### config.mk
export PLATFORM = sky130hd
export DESIGN_NAME = wmfifo_tx
export DESIGN_NICKNAME = d
export VERILOG_FILES = /design/src/rtl/wmfifo_pkg.sv /design/src/rtl/wmfifo_store.sv /design/src/rtl/wmfifo_frame.sv /design/src/rtl/wmfifo_avail.sv /design/src/rtl/wmfifo_release.sv /design/src/rtl/wmfifo_tx.sv
export SDC_FILE = /design/constraint.sdc
export NUM_CORES = 2
export LEC_CHECK = 0
export CORE_MARGIN = 3
export CORE_UTILIZATION = 30
export DETAILED_ROUTE_END_ITERATION = 8
export DONT_BUFFER_PORTS = 1
export GPL_TIMING_DRIVEN = 0
export PLACE_DENSITY = 0.42
export REMOVE_ABC_BUFFERS = 1
export SETUP_SLACK_MARGIN = 0.02
export SYNTH_ARGS = -nofsm -noshare
export SYNTH_HDL_FRONTEND = slang
export SYNTH_HIERARCHICAL = 1
export SYNTH_SLANG_ARGS = --single-unit
export TNS_END_PERCENT = 30
### constraint.sdc
create_clock -name clk -period 8.11 [get_ports clk]
set_clock_uncertainty 0.15 [all_clocks]
set_input_delay 0 -clock clk [delete_from_list [all_inputs] [get_ports clk]]
set_output_delay 0 -clock clk [all_outputs]
set_load 0.01 [all_outputs]
### src/rtl/wmfifo_pkg.sv
package wmfifo_pkg;
    typedef enum logic {
        MODE_PKT = 1'b0,
        MODE_ATM = 1'b1
    } tx_mode_e;

    // sideband bits stored beside each data word: {sop, eop}
    localparam int TAG_W = 2;
endpackage

### src/rtl/wmfifo_store.sv
module wmfifo_store #(
    parameter int WORD_W = 34,
    parameter int DEPTH  = 64,
    localparam int AW    = (DEPTH > 1) ? $clog2(DEPTH) : 1,
    localparam int LVL_W = $clog2(DEPTH + 1)
) (
    input  logic              clk,
    input  logic              rst_n,
    input  logic              push,
    input  logic [WORD_W-1:0] push_word,
    input  logic              pop,
    output logic [WORD_W-1:0] head_word,
    output logic [LVL_W-1:0]  level,
    output logic [LVL_W-1:0]  level_next
);
    typedef struct packed {
        logic [AW-1:0]    wptr;
        logic [AW-1:0]    rptr;
        logic [LVL_W-1:0] level;
    } store_st_t;

    store_st_t s_d, s_q;
    logic [WORD_W-1:0] mem [DEPTH];

    function automatic logic [AW-1:0] bump(input logic [AW-1:0] p);
        return (p == AW'(DEPTH - 1)) ? '0 : p + 1'b1;
    endfunction

    always_comb begin
        s_d = s_q;
        if (push) s_d.wptr = bump(s_q.wptr);
        if (pop)  s_d.rptr = bump(s_q.rptr);
        case ({push, pop})
            2'b10:   s_d.level = s_q.level + 1'b1;
            2'b01:   s_d.level = s_q.level - 1'b1;
            default: s_d.level = s_q.level;
        endcase
    end

    always_ff @(posedge clk or negedge rst_n) begin
        if (!rst_n) s_q <= '0;
        else        s_q <= s_d;
    end

    always_ff @(posedge clk) begin
        if (push) mem[s_q.wptr] <= push_word;
    end

    assign head_word  = mem[s_q.rptr];
    assign level      = s_q.level;
    assign level_next = s_d.level;
endmodule

### src/rtl/wmfifo_frame.sv
module wmfifo_frame
    import wmfifo_pkg::*;
#(
    parameter int CELL_WORDS = 13,
    parameter int LVL_W      = 7,
    localparam int CW_W      = $clog2(CELL_WORDS + 1)
) (
    input  logic             clk,
    input  logic             rst_n,
    input  logic             accept,
    input  logic             wr_sop,
    input  logic             wr_eop,
    input  logic             mode_atm,
    input  logic [LVL_W-1:0] hwm_in,
    input  logic [LVL_W-1:0] rel_in,
    output tx_mode_e         cfg_mode,
    output logic [LVL_W-1:0] cfg_hwm,
    output logic [LVL_W-1:0] cfg_rel,
    output logic [CW_W-1:0]  cell_cnt,
    output logic             in_frame,
    output logic             frame_last
);
    typedef struct packed {
        tx_mode_e         mode;
        logic [LVL_W-1:0] hwm;
        logic [LVL_W-1:0] rel;
        logic [CW_W-1:0]  cw;
        logic             busy;
    } frame_st_t;

    frame_st_t s_d, s_q;
    logic [CW_W-1:0] cw_nx;

    always_comb begin
        s_d        = s_q;
        frame_last = 1'b0;
        cw_nx      = s_q.cw;
        // configuration only follows the inputs between frames
        if (!s_q.busy) begin
            s_d.mode = tx_mode_e'(mode_atm);
            s_d.hwm  = hwm_in;
            s_d.rel  = rel_in;
        end
        if (accept) begin
            if (s_q.mode == MODE_ATM) begin
                if (wr_sop)             cw_nx = CW_W'(1);
                else if (s_q.cw != '0)  cw_nx = s_q.cw + 1'b1;
                else                    cw_nx = '0;
                if (cw_nx == CW_W'(CELL_WORDS)) begin
                    frame_last = 1'b1;
                    cw_nx      = '0;
                end
                s_d.cw   = cw_nx;
                s_d.busy = (cw_nx != '0);
            end else begin
                s_d.cw = '0;
                if (wr_eop) begin
                    frame_last = 1'b1;
                    s_d.busy   = 1'b0;
                end else if (wr_sop) begin
                    s_d.busy = 1'b1;
                end
            end
        end
    end

    always_ff @(posedge clk or negedge rst_n) begin
        if (!rst_n) s_q <= '{mode: MODE_PKT, default: '0};
        else        s_q <= s_d;
    end

    assign cfg_mode = s_q.mode;
    assign cfg_hwm  = s_q.hwm;
    assign cfg_rel  = s_q.rel;
    assign cell_cnt = s_q.cw;
    assign in_frame = s_q.busy;
endmodule

### src/rtl/wmfifo_avail.sv
module wmfifo_avail
    import wmfifo_pkg::*;
#(
    parameter int DEPTH      = 64,
    parameter int CELL_WORDS = 13,
    parameter int LOOKAHEAD  = 4,
    parameter int LVL_W      = 7,
    parameter int CW_W       = 4,
    localparam int SUM_W     = LVL_W + 2,
    localparam int LOOK_AT   = (CELL_WORDS > LOOKAHEAD) ? CELL_WORDS - LOOKAHEAD - 1 : 1
) (
    input  logic             clk,
    input  logic             rst_n,
    input  tx_mode_e         cfg_mode,
    input  logic [LVL_W-1:0] cfg_hwm,
    input  logic [LVL_W-1:0] level,
    input  logic [CW_W-1:0]  cell_cnt,
    output logic             avail
);
    logic             avail_d, avail_q;
    logic [SUM_W-1:0] lvl_w, rem_w;

    always_comb begin
        lvl_w   = SUM_W'(level);
        rem_w   = SUM_W'(CELL_WORDS) - SUM_W'(cell_cnt);
        avail_d = avail_q;
        if (level == '0) begin
            avail_d = 1'b1;
        end else if (cfg_mode == MODE_PKT) begin
            avail_d = (level < cfg_hwm);
        end else if (cell_cnt == '0) begin
            avail_d = (lvl_w + SUM_W'(CELL_WORDS) <= SUM_W'(DEPTH));
        end else if (cell_cnt >= CW_W'(LOOK_AT)) begin
            // project the level to the end of the current cell
            avail_d = (lvl_w + rem_w + SUM_W'(CELL_WORDS) <= SUM_W'(DEPTH));
        end
    end

    always_ff @(posedge clk or negedge rst_n) begin
        if (!rst_n) avail_q <= 1'b1;
        else        avail_q <= avail_d;
    end

    assign avail = avail_q;
endmodule

### src/rtl/wmfifo_release.sv
module wmfifo_release #(
    parameter int LVL_W = 7
) (
    input  logic             clk,
    input  logic             rst_n,
    input  logic [LVL_W-1:0] level,
    input  logic [LVL_W-1:0] level_next,
    input  logic [LVL_W-1:0] cfg_rel,
    input  logic             push,
    input  logic             frame_last,
    output logic             gate_open
);
    logic open_d, open_q;

    always_comb begin
        open_d = open_q
              || ((level != '0) && (level >= cfg_rel))
              || (push && frame_last);
        if (level_next == '0) open_d = 1'b0;
    end

    always_ff @(posedge clk or negedge rst_n) begin
        if (!rst_n) open_q <= 1'b0;
        else        open_q <= open_d;
    end

    assign gate_open = open_q;
endmodule

### src/rtl/wmfifo_tx.sv
module wmfifo_tx
    import wmfifo_pkg::*;
#(
    parameter int DATA_W     = 32,
    parameter int DEPTH      = 64,
    parameter int CELL_WORDS = 13,
    parameter int LOOKAHEAD  = 4,
    localparam int LVL_W     = $clog2(DEPTH + 1),
    localparam int CW_W      = $clog2(CELL_WORDS + 1),
    localparam int WORD_W    = DATA_W + TAG_W
) (
    input  logic              clk,
    input  logic              rst_n,
    input  logic              wr_valid,
    input  logic [DATA_W-1:0] wr_data,
    input  logic              wr_sop,
    input  logic              wr_eop,
    input  logic              mode_atm,
    input  logic [LVL_W-1:0]  hwm_words,
    input  logic [LVL_W-1:0]  rel_words,
    input  logic              rd_ready,
    output logic              rd_valid,
    output logic [DATA_W-1:0] rd_data,
    output logic              rd_sop,
    output logic              rd_eop,
    output logic              tx_avail,
    output logic              ovf_err
);
    typedef struct packed {
        logic ovf;
    } top_st_t;

    top_st_t          s_d, s_q;
    logic             accept, pop, gate_open, frame_last, in_frame;
    logic [LVL_W-1:0] level, level_next, cfg_hwm, cfg_rel;
    logic [CW_W-1:0]  cell_cnt;
    tx_mode_e         cfg_mode;
    logic [WORD_W-1:0] head_word;

    assign accept   = wr_valid && (level != LVL_W'(DEPTH));
    assign rd_valid = gate_open && (level != '0);
    assign pop      = rd_valid && rd_ready;

    wmfifo_frame #(.CELL_WORDS(CELL_WORDS), .LVL_W(LVL_W)) u_frame (
        .clk(clk), .rst_n(rst_n), .accept(accept),
        .wr_sop(wr_sop), .wr_eop(wr_eop), .mode_atm(mode_atm),
        .hwm_in(hwm_words), .rel_in(rel_words),
        .cfg_mode(cfg_mode), .cfg_hwm(cfg_hwm), .cfg_rel(cfg_rel),
        .cell_cnt(cell_cnt), .in_frame(in_frame), .frame_last(frame_last)
    );

    wmfifo_store #(.WORD_W(WORD_W), .DEPTH(DEPTH)) u_store (
        .clk(clk), .rst_n(rst_n), .push(accept),
        .push_word({wr_sop, frame_last, wr_data}),
        .pop(pop), .head_word(head_word),
        .level(level), .level_next(level_next)
    );

    wmfifo_avail #(
        .DEPTH(DEPTH), .CELL_WORDS(CELL_WORDS), .LOOKAHEAD(LOOKAHEAD),
        .LVL_W(LVL_W), .CW_W(CW_W)
    ) u_avail (
        .clk(clk), .rst_n(rst_n), .cfg_mode(cfg_mode), .cfg_hwm(cfg_hwm),
        .level(level), .cell_cnt(cell_cnt), .avail(tx_avail)
    );

    wmfifo_release #(.LVL_W(LVL_W)) u_release (
        .clk(clk), .rst_n(rst_n), .level(level), .level_next(level_next),
        .cfg_rel(cfg_rel), .push(accept), .frame_last(frame_last),
        .gate_open(gate_open)
    );

    always_comb begin
        s_d     = s_q;
        s_d.ovf = s_q.ovf || (wr_valid && (level == LVL_W'(DEPTH)));
    end

    always_ff @(posedge clk or negedge rst_n) begin
        if (!rst_n) s_q <= '0;
        else        s_q <= s_d;
    end

    assign ovf_err = s_q.ovf;
    assign rd_sop  = head_word[DATA_W+1];
    assign rd_eop  = head_word[DATA_W];
    assign rd_data = head_word[DATA_W-1:0];
endmodule

======== After elaboration in Yosys (flattened, before gate mapping) ========
Memories as Yosys holds them, arrays and structs flattened.
Cells that the tools add are included.
W data, S select, Z words.
word-level totals
  input bits .............................. 53
  logic and storage cells ................. 75
  bits in latches ......................... 0
  ROM bits ................................ 0
  bits in writable memories ............... 2176
  memories ................................ 1
  register bits after elaboration ......... 42
  output and inout port bits .............. 37
cells by class
  magnitude comparators ................... 5
  $add $sub $neg .......................... 9
  eq/ne operators ......................... 8
  bitwise gates (word level) .............. 0
  reduce and logical (&&, ||, !) cells .... 17
  mux-type cells .......................... 24
  multiply operators ...................... 0
  div/mod/pow operators ................... 0
  shift-type cells ........................ 0
memory list
  memory       depth  bits a word  read ports  clocked after Yosys merged registers in  write ports  line                RTL
  u_store.mem  64     34           1           0                                        1            wmfifo_store.sv:23  logic [WORD_W-1:0] mem [DEPTH];
operators with widths
  kind                   count
  $mux W4                7
  $le A9 B7 Y1 const B   2
  $logic_not A7 Y1       2
  $pmux W7 S2            1
  $mux W1                13
  $add A6 B1 Y6 const B  2
  $eq A6 B6 Y1 const B   2
  $mux W6                2
  $add A7 B9 Y9          1
  $add A9 B4 Y9 const B  1
  $add A7 B4 Y8 const B  1
  $reduce_bool A4 Y1     2
  $add A7 B1 Y7 const B  1
  $eq A7 B7 Y1 const B   1
  $ge A7 B7 Y1           1
  $lt A7 B7 Y1           1
  $ne A7 B7 Y1 const B   1
  $reduce_bool A7 Y1     1
  $sub A7 B1 Y7 const B  1
  $logic_and A1 B1 Y1    6
  $mux W5                1
  $sub A4 B4 Y5 const A  1
  $add A4 B1 Y4 const B  1
  $eq A4 B4 Y1 const B   1
  8 further kinds        10

======== Longest topological paths before layout ========
  depth in word-level cells ............... 12
  gate-level depth with buffers ........... 16
  gate-level depth less buffers ........... 14

======== Modules after synthesis ========
The synthesis kept the hierarchy.
by module, submodules not included
  module          cells each  instances  area each (sq um)  sequential area each (sq um)
  wmfifo_store    3652        1          84504.8            65818.1
  wmfifo_frame    79          1          944.7              500.5
  wmfifo_avail    96          1          709.4              26.3
  wmfifo_release  29          1          240.2              25.0
  wmfifo_tx       10          1          82.6               25.0

======== Least setup slack after synthesis ========
No wires, ideal clock.
  path type ............................... flip-flop to flip-flop
  start ................................... register u_store.s_q, in the netlist u_store/level[4]
  end ..................................... memory u_store.mem[44][0] (enable)
  buffers on the path ..................... 2
  setup slack ............................. 3.419 ns
  data required time ...................... 7.493 ns
  arrival time ............................ 4.074 ns
  clock period less this slack ............ 4.691 ns
  cell stages (with the launch flop) ...... 8
  library setup time ...................... 0.467 ns
  cell sequence ........................... dfrtp_1 buf_4 nor4_2 a31oi_1 and2_1 clkbuf_1 nand2_1 nor3_1
between the ends
  word-level cells in the longest chain between the ends .. 4
RTL lines
  item                           line                RTL
  start, declared                wmfifo_store.sv:22  store_st_t s_d, s_q;
  start signal, assigned         wmfifo_store.sv:41  if (!rst_n) s_q <= '0;
  start signal, assigned         wmfifo_store.sv:42  else s_q <= s_d;
  $ne A7 B7 Y1                   wmfifo_tx.sv:40     assign accept = wr_valid && (level != LVL_W'(DEPTH));
  $logic_and A1 B1 Y1            wmfifo_tx.sv:40
  net accept                     wmfifo_tx.sv:34     logic accept, pop, gate_open, frame_last, in_frame;
  $mux W1                        wmfifo_store.sv:46  if (push) mem[s_q.wptr] <= push_word;
  $mux W1 (not written as such)  wmfifo_store.sv:46
  end, declared                  wmfifo_store.sv:23
The timed path passes the listed nets, and every way through them passes these cells.

======== Final worst setup path ========
  start ................................... register u_store/s_q[7] in the netlist's numbering
  end ..................................... output port rd_data[1]
between the ends
  word-level cells in the longest chain between the ends .. 1
RTL lines
  item             line             RTL
  $mem_v2 Z64 W34  --
  end, declared    wmfifo_tx.sv:23  output logic [DATA_W-1:0] rd_data,
Every way passes these cells.

==> results.sh <==
export IMPL_endpoint_kind="output pin"
export IMPL_p_clk_share_pct=30.7
export IMPL_worstReg2RegStart="u_store/level[4]"
export IMPL_finalCritPeriodShare_pct=74.3
export IMPL_regArea_sq_um=66400
export IMPL_final_cells=8194
export IMPL_setup_tns_ns=0
export IMPL_slowest_stage="o21ai_0"
export IMPL_cts_tree="done"
export IMPL_start_util_pct=30.2
export IMPL_cts_resized=0
export IMPL_timing_rr_end="u_release/gate_open"
export IMPL_p_sw_share_pct=31.5
export IMPL_grt_start_max_net_pins=71
export IMPL_drc=0
export IMPL_p_leak_nw=32.7
export IMPL_grt_overflow=0
export IMPL_viasPerCell=5.14
export IMPL_postRouteAntennaNets=0
export IMPL_coreArea_sq_um=286000
export IMPL_yosysWarnings=6
export IMPL_gp_congestion=0.723
export IMPL_die_y_um=543
export IMPL_initialDrtViolationCount=4499
export IMPL_synth_edff_count=2176
export IMPL_fin_crit_ns=6.02
export IMPL_cts_buffers=238
export IMPL_timing_critical_path_mode_cell="buf_16"
export IMPL_grtUsageMet2_pct=27.1
export IMPL_setup_viol=0
export IMPL_dp_hpwl_um=156000
export IMPL_max_stage_delay_ns=0.98
export IMPL_area_growth_pct=20.7
export IMPL_comb_power_share_pct=30.7
export IMPL_cts_path_max_buffers=4
export IMPL_clk_latency_ns=0.85
export IMPL_cts_root_buffer="clkbuf_16"
export IMPL_io_buffers=0
export IMPL_fillers=26000
export IMPL_synth_area_sq_um=86500
export IMPL_worst_slew_margin_rel_pct=4.48
export IMPL_cp_start_kind="flip-flop"
export IMPL_power_switching_w=0.0111
export IMPL_hold_path_class="in -> reg"
export IMPL_powerDensity_nw_per_um2=336
export IMPL_drive_gt1_share_pct=27.6
export IMPL_crit_end="rd_data[1]"
export IMPL_use_met3_pct=3.31
export IMPL_multiInputGateArea_sq_um=19100
export IMPL_drt_pass1_iter_count=8
export IMPL_critical_path_arrival_ns=5.87
export IMPL_slew_violations=0
export IMPL_final_common_cell="edfxtp_1"
export IMPL_async_flop_share_pct=1.89
export IMPL_crit_path_start="u_store/s_q[7]"
export IMPL_htreeDepth=4
export IMPL_postSynthCellCount=3866
export IMPL_first_global_vias=43000
export IMPL_synth_area_per_cell_sq_um=22.4
export IMPL_rows=196
export IMPL_final_util_pct=36.5
export IMPL_cap_violations=0
export IMPL_wire_per_inst_um=31.8
export IMPL_worst_setup_path_type="reg -> out"
export IMPL_intPower_w=0.0240
export IMPL_placed_cell_area_sq_um=94500
export IMPL_clock_fmax_ghz=0.166
export IMPL_yosysUniqueCellTypes=78
export IMPL_yosys_register_bits=2218
export IMPL_seqPwrFrac_pct=38.6
export IMPL_required_ns=7.96
export IMPL_synth_ff_type="edfxtp_1"
export IMPL_fin_area_sq_um=104000
export IMPL_yosysSeqAreaShare_pct=76.8
export IMPL_r2r_setup_slack_ns=3.00
export IMPL_clk_pin_slew_ns=0.06
export IMPL_antenna_found_initial=28
export IMPL_die_area_sq_um=295000
export IMPL_path_cells="buf_16, buf_16, buf_16, buf_16, buf_16, mux4_2, mux4_2, o21ai_0, a31oi_1"
export IMPL_final_nets=4315
export IMPL_grt_pass1_wl_um=361000
export IMPL_final_cell_mix="edfxtp_1, mux4_2, clkbuf_16"
export IMPL_met1_usage_pct=25.5
export IMPL_io_pins=90
export IMPL_rsz0062_at_grt="no"
export IMPL_clock_sinks=2218
export IMPL_grt_busiest_layer="met2"
export IMPL_fp_dieW_um=543
export IMPL_hold_viol_final=0
export IMPL_grt_use_total_pct=17.5
export IMPL_outcome="complete, no violations"
export IMPL_ir_worst_vdd_v=0.000228
export IMPL_dp_cells=7595
export IMPL_drt_wl_total_um=260000
export IMPL_reg2reg_depth=14
export IMPL_critPathMaxFanout=42
export IMPL_timing_worst_slew_pin_value_ns=1.42
export IMPL_vias=42200
-- state kept, by name (all words and copies together), names as in the netlist --
signal               flops
ovf_err                  1
u_avail/avail            1
u_frame/cell_cnt         4
u_frame/cfg_hwm          7
u_frame/cfg_mode         1
u_frame/cfg_rel          7
u_frame/in_frame         1
u_release/gate_open      1
u_store/level            7
u_store/mem           2176
u_store/s_q             12
-- worst max-delay path, delay by kind of cell, from the launching register on --
family,cells,cell delay (ns)
AO/OA/AOI/OAI,2,1.48
buffers and inverters,5,1.61
multiplexers,2,1.02
flip-flops,1,0.79
-- cell type report --
type | count | area share, %
clock buffers | 289 | 5.97
flip-flops and latches | 2218 | 63.6
clock inverters | 138 | 1.31
diodes | 17 | 0.0408
well taps | 3762 | 4.51
multi-input cells | 1389 | 18.3
repair buffers | 340 | 6.09
inverters | 41 | 0.157
-- stage by stage --
stage,worst slack [ns],total power [W],hold WS (ns)
finish,2.09,0.0350,0.0457
global route,1.94,0.0366,0.0151
CTS,2.01,0.0356,0.00249
detailed placement,2.93,0.0244,-0.445
global placement,-36.29,0.0227,-0.444
floorplan,-16.22,0.0206,-0.446
-- Yosys cell counts, types with 15 or more instances --
library cell | count | area (sq um)
nor2_1 | 91 | 342
inv_1 | 40 | 150
mux4_2 | 539 | 12100
a31oi_1 | 15 | 93.8
and2_1 | 20 | 125
o221ai_1 | 27 | 236
dfrtp_1 | 41 | 1030
nand2_1 | 72 | 270
edfxtp_1 | 2176 | 65300
mux2_2 | 31 | 349
buf_4 | 31 | 233
o21ai_0 | 49 | 245
a22oi_1 | 62 | 465
clkbuf_1 | 77 | 289
a22o_1 | 26 | 228
buf_2 | 56 | 280
a21oi_1 | 54 | 270
o22ai_1 | 30 | 188
mux2i_1 | 88 | 881
a211oi_1 | 23 | 173
ha_1 | 33 | 413
mux4_1 | 21 | 552
nand3_1 | 24 | 120
or3_1 | 18 | 113
buf_6 | 25 | 282
-- logic make-up after synthesis --
family,synth area share [%]
mux,16.1
compound gates,2.72
flops,76.8
buf+inv,1.80
xor+xnor,0.213
fa+ha+maj,0.501
simple gates,1.90
-- worst min-delay path by stage --
stage / from / slack, ns / cells past startpoint / to
after floorplan: rst_n / -0.45 / 0 / ovf_err
after global placement: rst_n / -0.44 / 0 / u_frame/cfg_rel[5]
after detailed placement: rst_n / -0.44 / 0 / u_frame/cfg_rel[5]
after CTS: wr_data[14] / 0.002 / 2 / u_store/mem[6][14]
after global routing: wr_data[21] / 0.02 / 2 / u_store/mem[54][21]
final: wr_data[21] / 0.05 / 2 / u_store/mem[51][21]
-- timing repair --
| action | in CTS | in global routing |
|---|---|---|
| endpoints found under the hold margin | 2240 | 0 |
| hold buffers | 154 | 0 |
| setup buffers | 0 | 0 |
-- power by group through the flow --
stage               Sequential (W)  Clock, W  Combinational, W
finish                      0.0135    0.0107            0.0108
global route                0.0136    0.0115            0.0115
CTS                         0.0135    0.0110            0.0110
detailed placement          0.0138         0            0.0106
global placement            0.0146         0           0.00817
floorplan                   0.0142         0           0.00647
-- routing by layer --
metal	up-vias	wire length, um
li1	17300	-
met1	23300	118000
met2	1266	120000
met3	332	15900
met4	0	6150
met5	-	0
(Power assumes the default switching activity.)
